[src/rtl/snap_timer_pkg.sv]
package snap_timer_pkg;

    localparam int CNT_W = 52;
    localparam int LO_W  = 32;
    localparam int HI_W  = CNT_W - LO_W;
    localparam int NCORE = 2;

    typedef logic [CNT_W-1:0] cnt_t;
    typedef logic [HI_W-1:0]  hi_t;
    typedef logic [LO_W-1:0]  lo_t;

    typedef struct packed {
        logic             run;
        logic [NCORE-1:0] stall_mask;
    } unit_cfg_t;

    function automatic cnt_t join_words(input hi_t hi, input lo_t lo);
        return {hi, lo};
    endfunction

    function automatic hi_t upper_of(input cnt_t v);
        return v[CNT_W-1:LO_W];
    endfunction

    function automatic lo_t lower_of(input cnt_t v);
        return v[LO_W-1:0];
    endfunction

endpackage

[src/rtl/stp_cfg_regs.sv]
module stp_cfg_regs
    import snap_timer_pkg::*;
#(
    parameter logic             RUN_RST  = 1'b1,
    parameter logic [NCORE-1:0] MASK_RST = '0
) (
    input  logic      clk,
    input  logic      rst,
    input  logic      cfg_wr,
    input  unit_cfg_t cfg_in,
    input  logic      ld_hi_wr,
    input  hi_t       ld_hi_data,
    input  logic      ld_lo_wr,
    input  lo_t       ld_lo_data,
    output unit_cfg_t cfg_q,
    output cnt_t      load_word
);

    hi_t pre_hi;
    lo_t pre_lo;

    always_ff @(posedge clk) begin
        if (rst) begin
            cfg_q.run        <= RUN_RST;
            cfg_q.stall_mask <= MASK_RST;
        end else if (cfg_wr) begin
            cfg_q <= cfg_in;
        end
    end

    always_ff @(posedge clk) begin
        if (rst) begin
            pre_hi <= '0;
            pre_lo <= '0;
        end else begin
            if (ld_hi_wr) pre_hi <= ld_hi_data;
            if (ld_lo_wr) pre_lo <= ld_lo_data;
        end
    end

    assign load_word = join_words(pre_hi, pre_lo);

endmodule

[src/rtl/stp_counter.sv]
module stp_counter
    import snap_timer_pkg::*;
(
    input  logic             clk,
    input  logic             rst,
    input  unit_cfg_t        cfg,
    input  logic             tick_en,
    input  logic [NCORE-1:0] core_stall,
    input  logic             load_go,
    input  cnt_t             load_word,
    output cnt_t             cnt_q
);

    logic [NCORE-1:0] freeze_vec;
    logic             step;

    for (genvar c = 0; c < NCORE; c++) begin : g_stall
        assign freeze_vec[c] = core_stall[c] & cfg.stall_mask[c];
    end

    assign step = tick_en & cfg.run & ~(|freeze_vec);

    // the load has priority over an increment on the same edge
    always_ff @(posedge clk) begin
        if (rst)          cnt_q <= '0;
        else if (load_go) cnt_q <= load_word;
        else if (step)    cnt_q <= cnt_q + cnt_t'(1);
    end

endmodule

[src/rtl/stp_snapshot.sv]
module stp_snapshot
    import snap_timer_pkg::*;
(
    input  logic clk,
    input  logic rst,
    input  logic upd_go,
    input  cnt_t cnt,
    output logic snap_valid,
    output hi_t  snap_hi,
    output lo_t  snap_lo
);

    typedef enum logic {SNAP_IDLE, SNAP_GRAB} snap_state_t;
    snap_state_t state;

    always_ff @(posedge clk) begin
        if (rst) begin
            state      <= SNAP_IDLE;
            snap_valid <= 1'b0;
            snap_hi    <= '0;
            snap_lo    <= '0;
        end else if (upd_go) begin
            state      <= SNAP_GRAB;
            snap_valid <= 1'b0;
        end else if (state == SNAP_GRAB) begin
            // both words captured on one edge
            snap_hi    <= upper_of(cnt);
            snap_lo    <= lower_of(cnt);
            snap_valid <= 1'b1;
            state      <= SNAP_IDLE;
        end
    end

endmodule

[src/rtl/snap_timer_unit.sv]
module snap_timer_unit
    import snap_timer_pkg::*;
#(
    parameter logic             RUN_RST  = 1'b1,
    parameter logic [NCORE-1:0] MASK_RST = '0
) (
    input  logic             clk,
    input  logic             rst,
    input  logic             tick_en,
    input  logic [NCORE-1:0] core_stall,
    input  logic             cfg_wr,
    input  logic             cfg_run_in,
    input  logic [NCORE-1:0] cfg_mask_in,
    output logic             cfg_run_q,
    output logic [NCORE-1:0] cfg_mask_q,
    input  logic             ld_hi_wr,
    input  logic [HI_W-1:0]  ld_hi_data,
    input  logic             ld_lo_wr,
    input  logic [LO_W-1:0]  ld_lo_data,
    input  logic             load_go,
    input  logic             upd_go,
    output logic             snap_valid,
    output logic [HI_W-1:0]  snap_hi,
    output logic [LO_W-1:0]  snap_lo
);

    unit_cfg_t cfg_in_s;
    unit_cfg_t cfg_s;
    cnt_t      load_word;
    cnt_t      cnt_q;

    assign cfg_in_s.run        = cfg_run_in;
    assign cfg_in_s.stall_mask = cfg_mask_in;
    assign cfg_run_q           = cfg_s.run;
    assign cfg_mask_q          = cfg_s.stall_mask;

    stp_cfg_regs #(
        .RUN_RST (RUN_RST),
        .MASK_RST(MASK_RST)
    ) u_regs (
        .clk       (clk),
        .rst       (rst),
        .cfg_wr    (cfg_wr),
        .cfg_in    (cfg_in_s),
        .ld_hi_wr  (ld_hi_wr),
        .ld_hi_data(ld_hi_data),
        .ld_lo_wr  (ld_lo_wr),
        .ld_lo_data(ld_lo_data),
        .cfg_q     (cfg_s),
        .load_word (load_word)
    );

    stp_counter u_cnt (
        .clk       (clk),
        .rst       (rst),
        .cfg       (cfg_s),
        .tick_en   (tick_en),
        .core_stall(core_stall),
        .load_go   (load_go),
        .load_word (load_word),
        .cnt_q     (cnt_q)
    );

    stp_snapshot u_snap (
        .clk       (clk),
        .rst       (rst),
        .upd_go    (upd_go),
        .cnt       (cnt_q),
        .snap_valid(snap_valid),
        .snap_hi   (snap_hi),
        .snap_lo   (snap_lo)
    );

endmodule

[config.mk]
export PLATFORM = sky130hd
export DESIGN_NAME = snap_timer_unit
export DESIGN_NICKNAME = d
export VERILOG_FILES = /design/src/rtl/snap_timer_pkg.sv /design/src/rtl/stp_cfg_regs.sv /design/src/rtl/stp_counter.sv /design/src/rtl/stp_snapshot.sv /design/src/rtl/snap_timer_unit.sv
export SDC_FILE = /design/constraint.sdc
export NUM_CORES = 1
export LEC_CHECK = 0
export CAP_MARGIN = 25
export CORE_MARGIN = 3
export CORE_UTILIZATION = 50
export DETAILED_ROUTE_END_ITERATION = 10
export PLACE_DENSITY_LB_ADDON = 0.05
export SLEW_MARGIN = 0
export SYNTH_ARGS = -nofsm -noshare
export SYNTH_HDL_FRONTEND = slang
export SYNTH_SLANG_ARGS = --single-unit
[constraint.sdc]
create_clock -name clk -period 3.06 [get_ports clk]
set_input_delay 0.306 -clock clk [delete_from_list [all_inputs] [get_ports clk]]
set_output_delay 0.306 -clock clk [all_outputs]
set_load 0.01 [all_outputs]
==> results of run 1 <==
-- logic make-up after synthesis --
group	share of synthesized area [%]
simple gates	25.2
xor+xnor	2.38
compound gates	12.8
buf+inv	5.04
flops	46.2
fa+ha+maj	0.179
mux	8.18
-- state kept, by name (all words and copies together) (netlist names) --
register,count
u_cnt.cnt_q,52
u_regs.pre_lo,32
u_snap.snap_lo,32
u_regs.pre_hi,20
u_snap.snap_hi,20
u_regs.cfg_q,3
u_snap.snap_valid,1
u_snap.state,1
-- cells in the mapped netlist (all sizes together) --
master / count
a2111oi: 9
a211o: 1
a211oi: 15
a21boi: 1
a21oi: 60
a22o: 1
a22oi: 1
a311oi: 15
a31oi: 2
and2: 3
and3: 7
and4: 12
buf: 16
clkbuf: 39
dfxtp: 161
dlygate4sd1: 2
dlymetal6s2s: 1
dlymetal6s4s: 1
ha: 1
inv: 15
mux2i: 57
nand2: 138
nand2b: 2
nand3: 26
nand4: 18
nor2: 101
nor2b: 6
nor3: 8
nor3b: 1
nor4: 17
nor4b: 3
o2111a: 6
o211a: 1
o21ai: 14
o221a: 1
o311a: 1
o31ai: 7
or2: 2
or3: 11
or4: 10
or4b: 4
xnor2: 15
xor2: 4
-- worst max path at each step --
| stage | cells past startpoint | start | end |
|---|---|---|---|
| final | 5 | u_cnt.cnt_q[8] | u_cnt.cnt_q[50] |
| after global routing | 5 | u_cnt.cnt_q[30] | u_cnt.cnt_q[46] |
| after global placement | 6 | core_stall[0] | u_cnt.cnt_q[33] |
| after floorplan | 7 | u_cnt.cnt_q[8] | u_cnt.cnt_q[50] |
| after detailed placement | 5 | u_cnt.cnt_q[13] | u_cnt.cnt_q[50] |
| after CTS | 5 | u_cnt.cnt_q[8] | u_cnt.cnt_q[50] |
-- power groups by stage --
stage	clock network [W]	logic, W	registers (W)
after detailed placement	0	0.000411	0.00233
after floorplan	0	0.000243	0.00230
final	0.00201	0.000413	0.00229
after CTS	0.00204	0.000416	0.00228
after global placement	0	0.000402	0.00232
after global routing	0.00215	0.000457	0.00230
-- layout make-up --
class                   count  area, µm²  area share [%]
multi-input cells         581       3410            38.7
flip-flops and latches    161       3220            36.6
repair buffers            137       1330            15.1
clock buffers              20        457            5.18
well taps                 176        220            2.50
clock inverters            12        109            1.24
inverters                  15       56.3           0.639
-- metrics by stage --
stage / area [µm²] / instances / util (%)
after CTS: 8810 / 1102 / 65.5
final: 8810 / 1102 / 65.5
after global placement: 8250 / 1070 / 61.3
after floorplan: 6980 / 816 / -
after global routing: 8810 / 1102 / 65.5
after detailed placement: 8250 / 1070 / 61.3
-- worst reg2reg max path: cells and delay by family (launching register included) --
kind | cells | cell delay [ps]
AOI/OAI and AO/OA | 1 | 140
DFF | 1 | 470
and+or+nand+nor | 4 | 1930
-- metal layers --
metal,track usage (%),vias up,wire (µm)
met5,0,-,0
met4,7.73,0,241
met3,4.09,21,938
met2,40.7,180,9020
met1,33.4,2956,8460
li1,-,3088,-
-- cells in the final DEF, fill, tap and decap left out, types with 15 or more instances in the layout --
master           instances
dfxtp_1                161
nand2_1                138
clkdlybuf4s50_1        118
nor2_1                 101
a21oi_1                 60
mux2i_1                 57
nand3_1                 26
nand4_1                 17
nor4_1                  17
clkbuf_16               17
buf_4                   17
a311oi_1                15
a211oi_1                15
xnor2_1                 15
==> out/qor.yml, run 1 <==
status:
  status: "completed"
pwr:
  p_sw_share_pct: 24.4
  ir_drop_v: 0.000343
  power_leakage_nw: 3.13
  power_w: 0.00471
  seqPwrFrac_pct: 48.5
  switchingPower_w: 0.00115
  pwr-share-comb_pct: 8.8
  internal_power_w: 0.00356
  clock_power_share_pct: 42.8
  powerDensity_nw_per_um2: 535
floorplanning:
  die_w_um: 124
  die_area_um2: 15400
  start_util_pct: 51.9
  die_h_um: 124
  rows: 42
  core_area_um2: 13500
  ios: 121
route:
  viasPerCell: 5.67
  vias: 6245
  drtIter0Drc: 468
  wl_per_cell_um: 16.9
  ant_nets: 0
  drt_pass1_iterations: 5
  wirelength_um: 18700
  drc_errors: 0
timing:
  setup_tns_ps: 0
  slew_headroom_pct: 35.6
  setup_ws_ps: 407
  report.final.slew_viol_count: 0
  final.setup_skew_ps: 8.74
  min_period_ps: 2650
  max_freq_mhz: 377
  finalSetupViolations: 0
  rsz0062_at_grt: "false"
  tightest_slew_ps: 965
  min_period_over_period_pct: 86.7
  fin_hold_ws_ps: 285
  final_hold_viol_count: 0
worst_setup_path:
  path_class: "reg -> reg"
  required_ps: 3370
  cpPeakStageDelay_ps: 710
  reg2reg_slack_ps: 410
  critPathLaunchType: "flop"
  worstRegToRegCells: 5
  path_buf_inv: 0
  r2r_start: "u_cnt.cnt_q[8]"
  crit_family: "simple AND/OR/NAND/NOR gates"
  path_cells: "nand4_4 -> or4_1 -> or3_1 -> or4b_1 -> o2111a_1"
  cp_slowest_cell: "or4_1"
  arrival_ps: 2960
  worst-path-max-fanout: 10
  critPathCaptureType: "flop"
  r2r-end: "u_cnt.cnt_q[50]"
cts:
  cts_buffers: 17
  clock_path_buffers: 2
  clk_pin_slew_ps: 60
  cts_tree: "done"
  cts.sinks: 161
  clk-insertion-delay-late_ps: 420
  htree_num_levels: 4
  cts_resized: 0
  hold_buffers: 0
  cts_root_buf: "clkbuf_16"
  post-cts-setup-buffers: 0
min_path:
  hold_depth: 2
  hp-class: "in -> reg"
  holdPathEnd: "u_regs.pre_hi[14]"
  min-delay-start: "rst"
global_routing:
  overflow: 0
  grt_pass1_vias: 5982
  grt_max_degree: 115
  track_usage_pct: 24.8
  grt_pass1_wl_um: 30000
  grt_antenna_before_repair: 0
yosys:
  synth_seq_cells: 161
  syn_area_um2: 6980
  ys_warn_count: 0
  synth_seq_area_share_pct: 46.2
  syn-mean-instance-area_um2: 8.55
  syn-instance-count: 816
  synth_top_area_share_pct: 46.2
  yosysUniqueCellTypes: 53
  yosys-top-cells-area: "dfxtp_1 (46%), mux2i_1 (8.2%), nand2_1 (7.4%)"
  synth_largest_area_cell: "dfxtp_1"
  syn_nets: 882
finish:
  nets: 979
  area_delta_synth_final_pct: 26.3
  n_antenna_cell: 0
  nFillCells: 1172
  drive_above_1_share_pct: 6.80
flow_run:
  drv_cap: 0
placement:
  globalplace.congestion: 0.860
  dp_slack_ps: 432
  port_buffers: 120
  post-dp-hpwl_um: 13400
(Power assumes the default switching activity.)
==> run 2, diff against run 1 <==
Settings changed: CAP_MARGIN 25 to default, CORE_MARGIN 3 to 2.
==> run 2 against run 1 <==
  * Critical path depth did not move
  * Sequential cell count unchanged
  * Sequential power hardly changed
  * Clock power up 8%
==> out/qor.yml, run 2 (synthesis results as in run 1) <==
global_routing:
  grt_pass1_wl_um: 29800
  track_usage_pct: 25.7
  overflow: 0
  grt_antenna_before_repair: 0
  grt_pass1_vias: 5886
  grt_max_degree: 109
timing:
  min_period_ps: 2620
  report.final.slew_viol_count: 0
  final_hold_viol_count: 0
  tightest_slew_ps: 984
  rsz0062_at_grt: "false"
  min_period_over_period_pct: 85.6
  setup_ws_ps: 440
  final.setup_skew_ps: 8.37
  setup_tns_ps: 0
  slew_headroom_pct: 34.4
  max_freq_mhz: 382
  finalSetupViolations: 0
worst_setup_path:
  path_buf_inv: 0
  path_cells: "nand4_4 -> or4_1 -> or3_1 -> or4b_1 -> o2111a_1"
  critPathLaunchType: "flop"
  crit_family: "simple AND/OR/NAND/NOR gates"
  cp_slowest_cell: "or4_1"
  worst-path-max-fanout: 10
  path_class: "reg -> reg"
  arrival_ps: 2930
  critPathCaptureType: "flop"
  required_ps: 3380
  cpPeakStageDelay_ps: 700
cts:
  cts.sinks: 161
  cts_tree: "done"
  cts_resized: 0
  clk_pin_slew_ps: 60
  clk-insertion-delay-late_ps: 430
  cts_buffers: 17
  post-cts-setup-buffers: 0
  htree_num_levels: 4
  hold_buffers: 0
  clock_path_buffers: 2
  cts_root_buf: "clkbuf_16"
finish:
  largestRegisters: "u_cnt.cnt_q (52), u_regs.pre_lo (32), u_snap.snap_lo (32)"
  multi_input_area_um2: 3410
  nets: 980
  area_delta_synth_final_pct: 27.4
  layout_commonest_cell: "dfxtp_1"
  regMostFlops: "u_cnt.cnt_q"
  mostFrequentLayoutCells: "dfxtp_1 (161), nand2_1 (138), clkdlybuf4s50_1 (118)"
  n_antenna_cell: 0
  utilization_pct: 64.6
  nFillCells: 1245
  largest_register_ffs: 52
  drive_above_1_share_pct: 7.01
  register_area_um2: 3220
placement:
  globalplace.congestion: 0.858
  dp_slack_ps: 372
  post-dp-hpwl_um: 13400
  port_buffers: 120
route:
  drtIter0Drc: 391
  wirelength_um: 18600
  ant_nets: 0
  drc_errors: 0
  viasPerCell: 5.64
  wl_per_cell_um: 16.8
  drt_pass1_iterations: 5
  vias: 6238
floorplanning:
  start_util_pct: 50.7
  core_area_um2: 13800
  die_h_um: 122
  rows: 43
  die_area_um2: 14900
  ios: 121
  die_w_um: 122
pwr:
  powerDensity_nw_per_um2: 548
  power_leakage_nw: 3.16
  ir_drop_v: 0.000517
flow_run:
  drv_cap: 0
min_path:
  hp-class: "in -> reg"
status:
  status: "completed"
run 2: power breakdown:
part           total [W]  leakage (nW)  internal (W)  switching (W)
logic           0.000416          1.55      0.000212       0.000204
registers        0.00229          1.32       0.00219      0.0000942
clock network    0.00218         0.292       0.00129       0.000884
run 2: final cells by class:
type / instances / share of cell area (%)
clock buffers: 17 / 4.78
clock inverters: 15 / 2.05
inverters: 15 / 0.633
multi-input cells: 581 / 38.4
flip-flops and latches: 161 / 36.2
well taps: 180 / 2.53
repair buffers: 138 / 15.4
run 2: metrics by stage:
stage | cells | cell area (µm²) | total power [W] | hold WS (ps)
final | 1107 | 8890 | 0.00488 | 306
after global routing | 1107 | 8890 | 0.00506 | 318
after CTS | 1107 | 8890 | 0.00492 | 292
after detailed placement | 1075 | 8290 | 0.00275 | 448
after global placement | 1075 | 8290 | 0.00273 | 444
after floorplan | 816 | 6980 | 0.00255 | 385
run 2: final timing paths:
check / start / end / slack, ps / cells past startpoint
worst max register to register: u_cnt.cnt_q[8] / u_cnt.cnt_q[50] / 440 / 5
worst max-delay path: u_cnt.cnt_q[8] / u_cnt.cnt_q[50] / 440 / 5
worst min register to register: u_snap.snap_lo[12] / u_snap.snap_lo[12] / 450 / 2
worst min-delay path: rst / u_regs.pre_hi[13] / 310 / 2
run 2: per-layer routing:
metal / vias up / share of wire [%] / track usage (%)
li1: 3086 / - / -
met1: 2954 / 46 / 34.1
met2: 180 / 48 / 41.6
met3: 18 / 5.5 / 6.04
met4: 0 / 1.2 / 7.69
met5: - / 0 / 0
==> run 3, diff against run 2 <==
Settings changed: SKIP_CTS_REPAIR_TIMING from default to 1.
==> results of run 3 <==
Same layout as run 2: the final DEF is identical, and so are final timing and power.
